[src/rtl/ca30_pkg.sv]
package ca30_pkg;

  // Next-state code, indexed by {left, self, right}
  localparam logic [7:0] RULE_CODE = 8'd30;

  // Index of the cell feeding output bit k in a ring of n cells and w taps
  function automatic int tap_pos(input int k, input int n, input int w);
    return (k * n) / w;
  endfunction

endpackage

[src/rtl/ca30_ring.sv]
module ca30_ring #(
  parameter int CELLS    = 23,
  parameter int SEED_POS = CELLS / 2
) (
  input  logic             clk,
  input  logic             rst,
  input  logic             en,
  output logic [CELLS-1:0] state_o,
  output logic [CELLS-1:0] next_o
);
  localparam logic [CELLS-1:0] SEED = {{(CELLS-1){1'b0}}, 1'b1} << SEED_POS;

  for (genvar i = 0; i < CELLS; i++) begin : g_cell
    localparam int LI = (i + 1) % CELLS;
    localparam int RI = (i + CELLS - 1) % CELLS;
    assign next_o[i] = ca30_pkg::RULE_CODE[{state_o[LI], state_o[i], state_o[RI]}];
  end

  always_ff @(posedge clk) begin
    if (rst)     state_o <= SEED;
    else if (en) state_o <= next_o;
  end
endmodule

[src/rtl/ca30_tap.sv]
module ca30_tap #(
  parameter int CELLS = 23,
  parameter int OUT_W = 8
) (
  input  logic [CELLS-1:0] state_i,
  output logic [OUT_W-1:0] taps_o
);
  for (genvar k = 0; k < OUT_W; k++) begin : g_tap
    localparam int P = ca30_pkg::tap_pos(k, CELLS, OUT_W);
    assign taps_o[k] = state_i[P];
  end
endmodule

[src/rtl/ca30_rng.sv]
module ca30_rng #(
  parameter int CELLS_A = 23,
  parameter int CELLS_B = 17,
  parameter int OUT_W   = 8
) (
  input  logic             clk,
  input  logic             rst,
  input  logic             en,
  output logic [OUT_W-1:0] rnd_o
);
  logic [CELLS_A-1:0] st_a, nx_a;
  logic [CELLS_B-1:0] st_b, nx_b;
  logic [OUT_W-1:0]   pick_a, pick_b;

  ca30_ring #(.CELLS(CELLS_A)) i_ring_a (
    .clk(clk), .rst(rst), .en(en), .state_o(st_a), .next_o(nx_a));
  ca30_ring #(.CELLS(CELLS_B)) i_ring_b (
    .clk(clk), .rst(rst), .en(en), .state_o(st_b), .next_o(nx_b));

  ca30_tap #(.CELLS(CELLS_A), .OUT_W(OUT_W)) i_tap_a (.state_i(nx_a), .taps_o(pick_a));
  ca30_tap #(.CELLS(CELLS_B), .OUT_W(OUT_W)) i_tap_b (.state_i(nx_b), .taps_o(pick_b));

  // Output follows the state the rings move into at the same edge
  always_ff @(posedge clk) begin
    if (rst)     rnd_o <= '0;
    else if (en) rnd_o <= pick_a ^ pick_b;
  end
endmodule

[config.mk]
export PLATFORM = sky130hd
export DESIGN_NAME = ca30_rng
export DESIGN_NICKNAME = d
export VERILOG_FILES = /design/src/rtl/ca30_pkg.sv /design/src/rtl/ca30_ring.sv /design/src/rtl/ca30_tap.sv /design/src/rtl/ca30_rng.sv
export SDC_FILE = /design/constraint.sdc
export NUM_CORES = 1
export LEC_CHECK = 0
export BUFFER_PORTS_ARGS = -buffer_cell sky130_fd_sc_hd__buf_2
export CORE_UTILIZATION = 30
export CTS_BUF_LIST = sky130_fd_sc_hd__clkbuf_16
export CTS_CLUSTER_DIAMETER = 60
export DETAILED_ROUTE_END_ITERATION = 12
export PLACE_DENSITY = 0.45
export SYNTH_ARGS = -nofsm -noshare
export SYNTH_HDL_FRONTEND = slang
export SYNTH_SLANG_ARGS = --single-unit
export TNS_END_PERCENT = 50
[constraint.sdc]
create_clock -name clk -period 3 [get_ports clk]
set_input_delay 0.45 -clock clk [delete_from_list [all_inputs] [get_ports clk]]
set_output_delay 0.45 -clock clk [all_outputs]
set_load 0.005 [all_outputs]
==> impl_metrics.tcl <==
set metrics [dict create \
    rows 33 \
    ys_warn_count 0 \
    fmax_mhz 739 \
    cts_max_level 2 \
    status "complete, no violations" \
    hpwlAfterDp_mm 3.02 \
    syn-num-nets 337 \
    diodes 0 \
    tightest_slew_ps 933 \
    worst_r2r_path_depth 3 \
    drive_above_1_share 0.0881 \
    setup_viol 0 \
    slew_violations 0 \
    final_cell_mix "nand2_1 (58), dfxtp_1 (48), nor2_1 (34)" \
    wl_per_cell_um 11.8 \
    hold_depth 2 \
    cp-end-kind "flop" \
    slew-limit-headroom 0.378 \
    vias 2140 \
    cap_violations 0 \
    cts_hold_buf 0 \
    nNetsFinal 331 \
    hold_end "rnd_o[1]" \
    cts_tree "built" \
    start_util 0.317 \
    antenna_found_initial 0 \
    skew_ps 5.79 \
    use_met2 0.195 \
    grt_use_met1 0.165 \
    grt_max_degree 103 \
    clk_latency_ps 290 \
    cts_buffers 5 \
    dpl.cell_count 426 \
    final_common_cell "nand2_1" \
    first_global_vias 1918 \
    via_per_inst 4.93 \
    required_ps 3190 \
    fin_crit_sh 0.451 \
    syn_area_per_cell_um2 7.96 \
    peakVddDrop_uv 266 \
    regToRegSetupSlack_ps 1650 \
    rsz0062_at_grt "false" \
    nFillCells 879 \
    syn2layout_area_growth_pct 9.32 \
    cts-root-buf "clkbuf_16" \
    cts.repair.resized 0 \
    min_period_ps 1350 \
    leakagePower_nw 1.10 \
    overflow 0 \
    core_um2 8380 \
    ant_nets 0 \
    fin_setup_tns_ps 0 \
    use_met3 0.0261 \
    grt_pass1_wl_mm 8.96 \
    clock_sinks 48 \
    r2r_start "i_ring_a.state_o[16]" \
    grt-busiest-layer "met2" \
    ys_seq_elements 48 \
    drt_iter0_drc 96 \
    finalWirelength_mm 5.11 \
    syn-cell-area_um2 2660 \
    drcViolationCount 0 \
    crit_type "flop to flop" \
    crit_fanout 7 \
    power_mw 1.65 \
    reg2reg_to "rnd_o[6]" \
    hold_class "flop to flop" \
    ios 11 \
    ys_seq_area_frac 0.361 \
    postCtsSetupBuffers 0 \
    pwr_density_cell_nw_per_um2 566 \
    fp.dieArea_um2 9240 \
    finalHoldViolCount 0 \
    netlist-cell-type-count 33 \
    fin_cells 434 \
    grt_use_total 0.123 \
    arrival_ps 1540 \
    io_buffers 10 \
    die_y_um 96.1 \
    cts_max_path_buffers 2 \
    cts.reportedPaths.clkPinSlew_ps 60 \
    die_w_um 96.1 \
    syn_inst 334 \
    hold_start "rnd_o[1]" \
    firstDrtPassIters 4 \
    cp-start-kind "flop" \
    place_congestion 0.660 \
]
==> cell families after synthesis <==
| family | after synthesis | share of synthesized area |
|---|---|---|
| AOI/OAI and AO/OA | 70 | 0.156 |
| and+or+nand+nor | 176 | 0.344 |
| buffers and inverters | 24 | 0.0442 |
| xor gates and xnor gates | 16 | 0.0941 |
| DFF | 48 | 0.361 |
==> registers in the layout (all words and copies together), names as in the netlist <==
register          flops
i_ring_a.state_o     23
i_ring_b.state_o     17
rnd_o                 8
==> layout make-up <==
cell class / instances / area (um2) / share of cell area
flip-flops and latches: 48 / 961 / 0.331
clock inverters: 3 / 38.8 / 0.0133
clock buffers: 5 / 125 / 0.0430
multi-input cells: 262 / 1580 / 0.544
repair buffers: 11 / 70.1 / 0.0241
well taps: 105 / 131 / 0.0452
==> layer usage <==
metal  part of all wire  vias to the layer above
li1                   -                     1133
met1               0.51                      978
met2               0.44                       24
met3              0.033                        5
met4              0.013                        0
met5                  0                        -
==> worst max-delay path, cell delays in order, from the launching register on <==
cell and delay [ps]:
dfxtp_1 360, or2_2 320, xnor3_1 360, a211oi_1 230
==> cells in the mapped netlist, drive strengths merged <==
cell type  instances  area [um2]
o21a               2        15.0
nor2              40         165
o22ai              2        12.5
xor2               5        43.8
nand2b             2        12.5
and2b              3        22.5
o21ai             25         125
a21oi             24         120
a221oi             5        43.8
nor3               7        35.0
or3                3        20.0
nor3b             22         165
a211oi             8        65.1
nor4bb             4        40.0
buf               15        82.6
nand2             58         218
clkbuf             9        35.0
or2                4        25.0
nor4               7        43.8
dfxtp             48         961
and4bb             1        12.5
xnor3              8         180
a31oi              1        6.26
xnor2              3        26.3
nor2b             25         156
a311oi             3        26.3
==> where the power goes <==
part / switching, mW / total (mW) / internal (mW) / leakage (nW)
Combinational: 0.112 / 0.263 / 0.152 / 0.623
Clock: 0.236 / 0.624 / 0.389 / 0.0850
Sequential: 0.0732 / 0.758 / 0.685 / 0.391
==> how the worst max path moves through the flow <==
stage	startpoint	endpoint	slack (ps)	cells past startpoint
finish	i_ring_a.state_o[16]	rnd_o[6]	1650	3
floorplan	i_ring_a.state_o[16]	rnd_o[6]	1740	3
detailed placement	rst	i_ring_b.state_o[0]	1460	2
global route	i_ring_a.state_o[5]	rnd_o[2]	1510	3
global placement	rst	i_ring_b.state_o[4]	1470	2
CTS	i_ring_a.state_o[16]	rnd_o[6]	1650	3
==> stage by stage <==
| step | hold WS (ps) | utilization | area, um2 | setup slack [ps] |
|---|---|---|---|---|
| after floorplan | 478 | - | 2660 | 1740 |
| after global placement | 470 | 0.327 | 2740 | 1470 |
| after detailed placement | 476 | 0.327 | 2740 | 1460 |
| after CTS | 487 | 0.347 | 2910 | 1650 |
| after global routing | 517 | 0.347 | 2910 | 1510 |
| final | 488 | 0.347 | 2910 | 1650 |
No activity file was read; power rests on OpenSTA's default activity.
